===== src/rtl/agen_pkg.sv =====
package agen_pkg;

   // Adder structure choices for the three-term sum.
   typedef enum int {
      ADD_RIPPLE = 0,
      ADD_CSA    = 1
   } add_style_e;

   // Zero-extend a displacement field to the address width.
   function automatic logic [63:0] zext64(input logic [63:0] v);
      return v;
   endfunction

endpackage


===== src/rtl/agen_regfile.sv =====
module agen_regfile #(
   parameter int DATA_W = 32,
   parameter int NREGS  = 16,
   parameter int SEL_W  = $clog2(NREGS)
) (
   input  logic              clk,
   input  logic              rst_n,
   input  logic              wr_en,
   input  logic [SEL_W-1:0]  wr_sel,
   input  logic [DATA_W-1:0] wr_data,
   input  logic [SEL_W-1:0]  rd_sel_a,
   output logic [DATA_W-1:0] rd_data_a,
   input  logic [SEL_W-1:0]  rd_sel_b,
   output logic [DATA_W-1:0] rd_data_b
);

   logic [DATA_W-1:0] regs [NREGS];

   for (genvar g = 0; g < NREGS; g++) begin : g_entry
      always_ff @(posedge clk or negedge rst_n) begin
         if (!rst_n)
            regs[g] <= '0;
         else if (wr_en && (wr_sel == SEL_W'(g)))
            regs[g] <= wr_data;
      end
   end

   // Reads are combinational from the stored state, so a read in the
   // same cycle as a write sees the value before the edge.
   assign rd_data_a = regs[rd_sel_a];
   assign rd_data_b = regs[rd_sel_b];

endmodule


===== src/rtl/agen_term_sel.sv =====
module agen_term_sel #(
   parameter int DATA_W     = 32,
   parameter int SEL_W      = 4,
   parameter int TERM_W     = 24,
   parameter bit REG0_IS_NULL = 1'b1
) (
   input  logic [SEL_W-1:0]  sel,
   input  logic              use_term,
   input  logic [DATA_W-1:0] reg_data,
   output logic [TERM_W-1:0] term
);

   logic active;

   if (REG0_IS_NULL) begin : g_null0
      assign active = use_term && (sel != '0);
   end else begin : g_plain
      assign active = use_term;
   end

   assign term = active ? reg_data[TERM_W-1:0] : '0;

endmodule


===== src/rtl/agen_adder3.sv =====
module agen_adder3
   import agen_pkg::*;
#(
   parameter int         SUM_W  = 24,
   parameter int         DISP_W = 12,
   parameter add_style_e STYLE  = ADD_CSA
) (
   input  logic [SUM_W-1:0]  term_a,
   input  logic [SUM_W-1:0]  term_b,
   input  logic [DISP_W-1:0] disp,
   output logic [SUM_W-1:0]  sum
);

   logic [SUM_W-1:0] dext;
   assign dext = {{(SUM_W-DISP_W){1'b0}}, disp};

   if (STYLE == ADD_CSA) begin : g_csa
      logic [SUM_W-1:0] s_vec;
      logic [SUM_W-1:0] c_vec;
      for (genvar i = 0; i < SUM_W; i++) begin : g_bit
         assign s_vec[i] = term_a[i] ^ term_b[i] ^ dext[i];
         if (i == 0) begin : g_c0
            assign c_vec[0] = 1'b0;
         end else begin : g_cn
            assign c_vec[i] = (term_a[i-1] & term_b[i-1]) |
                              (term_a[i-1] & dext[i-1])   |
                              (term_b[i-1] & dext[i-1]);
         end
      end
      assign sum = s_vec + c_vec;
   end else begin : g_ripple
      assign sum = term_a + term_b + dext;
   end

endmodule


===== src/rtl/bxd_agen.sv =====
module bxd_agen
   import agen_pkg::*;
#(
   parameter int         DATA_W       = 32,
   parameter int         ADDR_W       = 24,
   parameter int         NREGS        = 16,
   parameter int         DISP_W       = 12,
   parameter bit         REG0_IS_NULL = 1'b1,
   parameter add_style_e ADD_STYLE    = ADD_CSA,
   localparam int        SEL_W        = $clog2(NREGS)
) (
   input  logic              clk,
   input  logic              rst_n,
   input  logic              req_valid,
   input  logic              no_index,
   input  logic [SEL_W-1:0]  idx_sel,
   input  logic [SEL_W-1:0]  base_sel,
   input  logic [DISP_W-1:0] disp,
   input  logic              wr_en,
   input  logic [SEL_W-1:0]  wr_sel,
   input  logic [DATA_W-1:0] wr_data,
   output logic              done,
   output logic [ADDR_W-1:0] ea
);

   if (ADDR_W > DATA_W) begin : g_chk_aw
      $error("ADDR_W must not exceed DATA_W");
   end
   if (DISP_W > ADDR_W) begin : g_chk_dw
      $error("DISP_W must not exceed ADDR_W");
   end
   if ((1 << SEL_W) != NREGS) begin : g_chk_nr
      $error("NREGS must be a power of two");
   end

   logic [DATA_W-1:0] base_data, idx_data;
   logic [ADDR_W-1:0] base_term, idx_term, sum_d;

   agen_regfile #(.DATA_W(DATA_W), .NREGS(NREGS), .SEL_W(SEL_W)) u_rf (
      .clk       (clk),
      .rst_n     (rst_n),
      .wr_en     (wr_en),
      .wr_sel    (wr_sel),
      .wr_data   (wr_data),
      .rd_sel_a  (base_sel),
      .rd_data_a (base_data),
      .rd_sel_b  (idx_sel),
      .rd_data_b (idx_data)
   );

   agen_term_sel #(.DATA_W(DATA_W), .SEL_W(SEL_W), .TERM_W(ADDR_W),
                   .REG0_IS_NULL(REG0_IS_NULL)) u_base_term (
      .sel      (base_sel),
      .use_term (1'b1),
      .reg_data (base_data),
      .term     (base_term)
   );

   agen_term_sel #(.DATA_W(DATA_W), .SEL_W(SEL_W), .TERM_W(ADDR_W),
                   .REG0_IS_NULL(REG0_IS_NULL)) u_idx_term (
      .sel      (idx_sel),
      .use_term (!no_index),
      .reg_data (idx_data),
      .term     (idx_term)
   );

   agen_adder3 #(.SUM_W(ADDR_W), .DISP_W(DISP_W), .STYLE(ADD_STYLE)) u_add (
      .term_a (base_term),
      .term_b (idx_term),
      .disp   (disp),
      .sum    (sum_d)
   );

   always_ff @(posedge clk or negedge rst_n) begin
      if (!rst_n) begin
         done <= 1'b0;
         ea   <= '0;
      end else begin
         done <= req_valid;
         if (req_valid)
            ea <= sum_d;
      end
   end

endmodule


===== config.mk =====
export PLATFORM = sky130hd
export DESIGN_NAME = bxd_agen
export DESIGN_NICKNAME = d
export VERILOG_FILES = /design/src/rtl/agen_pkg.sv /design/src/rtl/agen_regfile.sv /design/src/rtl/agen_term_sel.sv /design/src/rtl/agen_adder3.sv /design/src/rtl/bxd_agen.sv
export SDC_FILE = /design/constraint.sdc
export NUM_CORES = 1
export LEC_CHECK = 0
export BUFFER_PORTS_ARGS = -buffer_cell sky130_fd_sc_hd__buf_2
export CORE_UTILIZATION = 50
export DETAILED_ROUTE_END_ITERATION = 8
export GPL_ROUTABILITY_DRIVEN = 1
export PLACE_DENSITY_LB_ADDON = 0.1
export SETUP_SLACK_MARGIN = 0.1
export SYNTH_ARGS = -nofsm -noshare
export SYNTH_HDL_FRONTEND = slang
export SYNTH_HIERARCHICAL = 1
export SYNTH_SLANG_ARGS = --single-unit

===== constraint.sdc =====
create_clock -name clk -period 5.2 [get_ports clk]
set_input_delay 0.52 -clock clk [delete_from_list [all_inputs] [get_ports clk]]
set_output_delay 0.52 -clock clk [all_outputs]
set_load 0.02 [all_outputs]

==> After elaboration in Yosys (flattened, before gate mapping) <==
Cells that the tools add are included.
Widths: inputs -> output; s select.
{ "classes": {"reduce_logical": 21, "n_mux": 8, "n_lt_le_gt_ge": 2, "add_sub_neg": 1, "n_eq_ne": 15, "bitwise": 109} }
{ "op_table": {"columns": ["cell", "n"], "rows": [
  ["$bmux 32 s4", 2],
  ["$mux 24", 6],
  ["$and 1x1->1", 47],
  ["$xor 1x1->1", 36],
  ["$eq 4x4->1 const B", 8],
  ["$add 24x24->24", 1],
  ["$or 1x1->1", 24],
  ["$logic_and 1x1->1", 17],
  ["$eq 4x3->1 const B", 4],
  ["$ge 5x5->1 const B", 2],
  ["$not 4->5", 2],
  ["$eq 4x2->1 const B", 2],
  ["$reduce_bool 4->1", 2],
  ["$eq 4x1->1 const B", 1],
  ["$logic_not 4->1", 1],
  ["$logic_not 1->1", 1]
]} }
{ "totals": {"inputBits": 61, "word_cells": 174, "reg_bits": 537} }

==> Depth between registers and ports, before layout <==
{ "depth": {"word_depth": 9, "depth_mapped": 19, "mapped_depth_nobuf": 17} }

==> Cells and area by module <==
The synthesis kept the hierarchy.
{ "by_module_without_submodules": {"columns": ["mod", "seq_area_each_um2", "area_each_um2", "cells_each", "instances"], "rows": [
  ["agen_regfile", 12812.3, 26454.1, 1676, 1],
  ["agen_adder3", 0.0, 1557.7, 190, 1],
  ["bxd_agen", 625.6, 1029.7, 54, 1],
  ["agen_term_sel", 0.0, 196.4, 29, 2]
]} }

==> Least setup slack after synthesis <==
Ideal clock, no wire load.
{ "synth_path": {"kind": "input to register", "startpoint": "input port base_sel[0]", "endpoint": "register ea[23]", "path_stages": 17, "setup_slack_ns": 0.770, "arrival_time_ns": 4.305, "setup_time_ns": 0.125, "required_time_ns": 5.075, "path_cell_list": "buf_2 > buf_2 > mux4_2 > a22oi_1 > nand2_1 > and3_2 > fa_1 > ha_1 > inv_1 > fa_1 > nor2b_1 > o2111ai_2 > a21oi_2 > o41a_4 > o41ai_2 > a32o_1 > mux2_2"} }
{ "synth_between": {"elab_chain_cells": 9, "word_cells_on_any_way": 102} }
{ "synth_lines": {"columns": ["item", "line", "source"], "rows": [
  ["from (decl)", "bxd_agen.sv:17", "input logic [SEL_W-1:0] base_sel,"],
  ["$not 4->5 (not written as such) (*)", "agen_regfile.sv:30", "assign rd_data_a = regs[rd_sel_a];"],
  ["$bmux 32 s4 (*)", "agen_regfile.sv:30", null],
  ["$mux 24 (not written as such) (*) (2 in series)", "agen_regfile.sv:30", null],
  ["via base_data[1]", "bxd_agen.sv:36", "logic [DATA_W-1:0] base_data, idx_data;"],
  ["$mux 24 (*)", "agen_term_sel.sv:21", "assign term = active ? reg_data[TERM_W-1:0] : '0;"],
  ["via base_term[1]", "bxd_agen.sv:37", "logic [ADDR_W-1:0] base_term, idx_term, sum_d;"],
  ["$and 1x1->1 (on tied branches)", "agen_adder3.sv:25, agen_adder3.sv:26", null],
  ["$or 1x1->1", "agen_adder3.sv:25", "assign c_vec[i] = (term_a[i-1] & term_b[i-1]) |"],
  ["$or 1x1->1", "agen_adder3.sv:26", "(term_a[i-1] & dext[i-1]) |"],
  ["$add 24x24->24 (*)", "agen_adder3.sv:30", "assign sum = s_vec + c_vec;"],
  ["via sum_d[23]", "bxd_agen.sv:37", null],
  ["to (signal assigned)", "bxd_agen.sv:81", "ea <= sum_d;"],
  ["to (decl)", "bxd_agen.sv:23", "output logic [ADDR_W-1:0] ea"]
]} }
The timed path passes the listed nets; every way through them passes the cells marked *. The select of a mux whose other input is x is not followed.
A chain may end at the register's enable or synchronous reset.

==> Worst setup path in the final report <==
{ "layout_path": {"startpoint": "register u_rf/regs[129] (netlist bit)", "endpoint": "register ea[23]"} }
{ "layout_between": {"elab_chain_cells": 8, "word_cells_on_any_way": 16} }
{ "layout_lines": {"columns": ["item", "line", "source"], "rows": [
  ["from (decl)", "agen_regfile.sv:17", "logic [DATA_W-1:0] regs [NREGS];"],
  ["from (signal, indexed assignment)", "agen_regfile.sv:24", "regs[g] <= wr_data;"],
  ["$bmux 32 s4 (*)", "agen_regfile.sv:31", "assign rd_data_b = regs[rd_sel_b];"],
  ["$mux 24 (not written as such) (*) (2 in series)", "agen_regfile.sv:31", null],
  ["via idx_data[1]", "bxd_agen.sv:36", null],
  ["$mux 24 (*)", "agen_term_sel.sv:21", null],
  ["via idx_term[1]", "bxd_agen.sv:37", null],
  ["$and 1x1->1", "agen_adder3.sv:25", null],
  ["$or 1x1->1", "agen_adder3.sv:25", null],
  ["$or 1x1->1", "agen_adder3.sv:26", null],
  ["$add 24x24->24 (*)", "agen_adder3.sv:30", null],
  ["via sum_d[23]", "bxd_agen.sv:37", null]
]} }
Marks and branches as above.

==> results.yml <==
floorplanning:
  initial_core_util: 0.507
  die_w_um: 217
  die-area_um2: 46900
  core.rowCount: 78
  die_y_um: 217
  design.core.area_um2: 45400
  design.portCount: 86
logic_synthesis:
  post_synth_instance_area_um2: 23000
  synth.yosys.warnings: 6
  synthesis.area_per_instance_um2: 14.4
  synthCells: 1602
timing:
  period_minus_slack_ns: 4.31
  maximum_clock_frequency_mhz: 232
  clk_skew_ns: 0.0211
  slew_headroom: 0.276
  tightest_slew_ns: 1.09
  final.period_utilization: 0.829
  setup_ws_ns: 0.891
  slew_viol_final: 0
  setup_viol_count_final: 0
  final_hold_viol_count: 0
  finalSetupTns_ns: 0
  grt_setup_unrepaired: "false"
cts:
  cts_resized: 0
  number_of_buffers_inserted_during_clock_tree_synthesis: 46
  cts_setup_buffers: 0
  root_buffer: "sky130_fd_sc_hd__clkbuf_16"
  cts.clk_slew.worst_paths_ns: 0.06
  cts_buffer_depth: 3
  tritoncts: "built"
  cts.htree.levels: 2
  tritoncts_num_sinks: 409
  insertion_delay_ns: 0.58
  cts.hold.buffers_added: 1
drt:
  detail_route.wirelength_mm: 64.0
  avgRoutedWirePerCell_um: 28.5
  route.antenna.remaining_nets: 0
  detailedRoute.firstPassIterationCount: 5
  detail_route.iter0.violations: 1236
  via_per_instance_ratio: 6.49
  detailroute.via_count: 14600
  drc: 0
finish:
  final_layout_size_suffix_gt1_frac: 0.504
  seqCellArea_um2: 10200
  syn_to_final_growth_pct: 10.6
  num-nets-final: 1720
  filler_cells: 3695
  multiInputGateArea_um2: 12000
pwr:
  ir_worst_vdd_mv: 0.308
  p_leak_nw: 11.0
  cellPowerDensity_nw_per_um2: 412
placement:
  dp_hpwl_mm: 39.0
  finalWeightedCongestion: 0.791
  portBuffers: 77
  placement.setup.worst_slack_ns: 0.287
worst_setup_path:
  rr_worst_depth: 15
  cp.required_ns: 5.64
  timing.setup.critical_path_class: "register to register"
  worst-endpoint-arrival_ns: 4.75
  setup.worst_path.start_class: "register"
  worst_setup_path_end_kind: "register"
  r2r_slack_ns: 0.89
  critPathMaxFanout: 7
global_route:
  grt_pass1_vias: 15600
  grt_start_max_net_pins: 122
  number_of_antenna_violations_at_the_first_check_in_global_routing: 10
  grt_util_met1: 0.416
  groute.layer.met2.usage: 0.415
  busiest_layer: "met1"
  first_pass_grt_wire_length_mm: 97.5
  global_routing_usage_on_met3: 0.0678
  overflow: 0
  global_route.usage.total: 0.283
status:
  run_status: "completed"
hold_path:
  hold_path_depth: 2
  hold_path_class: "input port to register"
flow_run:
  maxCapViolations: 0
## flip-flops by register name, indices dropped and copies added (netlist names)
name,cells
ea,24
done,1
u_rf/regs,384
## placed cells by master, fill, tap and decap left out, types with 17 or more instances in the layout
master and count:
sky130_fd_sc_hd__clkbuf_16 47, sky130_fd_sc_hd__buf_4 49, sky130_fd_sc_hd__a21oi_1 18, sky130_fd_sc_hd__ha_1 33, sky130_fd_sc_hd__dfrtp_1 409, sky130_fd_sc_hd__a22oi_1 96
sky130_fd_sc_hd__mux2_4 20, sky130_fd_sc_hd__buf_2 72, sky130_fd_sc_hd__and3_1 44, sky130_fd_sc_hd__mux4_2 192, sky130_fd_sc_hd__nand2_1 69, sky130_fd_sc_hd__xnor2_1 17
sky130_fd_sc_hd__mux2_2 381
## layer usage
metal | vias to the layer above | wire (um)
li1 | 6135 | -
met1 | 7792 | 28800
met2 | 484 | 27800
met3 | 151 | 5300
met4 | 10 | 1980
met5 | - | 66
## area by class of cell
cell class / count / area share
well taps: 600 / 0.0295
diodes: 3 / 0.000295
inverters: 10 / 0.00147
flip-flops and latches: 409 / 0.402
repair buffers: 133 / 0.0367
multi-input cells: 1013 / 0.473
clock inverters: 11 / 0.00535
clock buffers: 67 / 0.0523
## through the flow
step	hold WS [ns]	instances	util	power (mW)	instance area, um2
final	0.389	2246	0.561	10.5	25500
after global routing	0.392	2244	0.561	11.0	25500
after CTS	0.354	2243	0.561	10.6	25500
after detailed placement	0.492	2164	0.529	7.31	24000
after global placement	0.486	2164	0.529	7.20	24000
after floorplan	0.224	1607	-	6.52	23000
## path summary, 6_finish.rpt
kind,from,to
setup / recovery,u_rf/regs[129],ea[23]
hold / removal,wr_data[6],u_rf/regs[390]
setup reg to reg,u_rf/regs[129],ea[23]
hold reg to reg,ea[0],ea[0]
max in group asynchronous,rst_n,u_rf/regs[119]
min in group asynchronous,rst_n,ea[4]
## worst max-delay path, stage by stage, from the launching register on
cell                        delay, ns
sky130_fd_sc_hd__dfrtp_1         0.39
sky130_fd_sc_hd__mux4_2          0.48
sky130_fd_sc_hd__a22oi_1         0.25
sky130_fd_sc_hd__nand2_1         0.22
sky130_fd_sc_hd__and3_2          0.28
sky130_fd_sc_hd__fa_1            0.49
sky130_fd_sc_hd__ha_1            0.17
sky130_fd_sc_hd__inv_1           0.06
sky130_fd_sc_hd__fa_1            0.40
sky130_fd_sc_hd__nor2b_1         0.20
sky130_fd_sc_hd__o2111ai_2       0.16
sky130_fd_sc_hd__a21oi_2         0.24
sky130_fd_sc_hd__o41a_4          0.23
sky130_fd_sc_hd__o41ai_2         0.08
sky130_fd_sc_hd__a32o_1          0.25
sky130_fd_sc_hd__mux2_2          0.27
## where the power goes
group	internal [mW]	leakage, nW	total [mW]	switching [mW]
Combinational	1.62	5.24	2.79	1.17
Clock	1.91	0.721	3.22	1.31
Sequential	3.97	5.02	4.49	0.522
Total	7.50	11.0	10.5	3.00
Power figures use the tool's default switching activity.
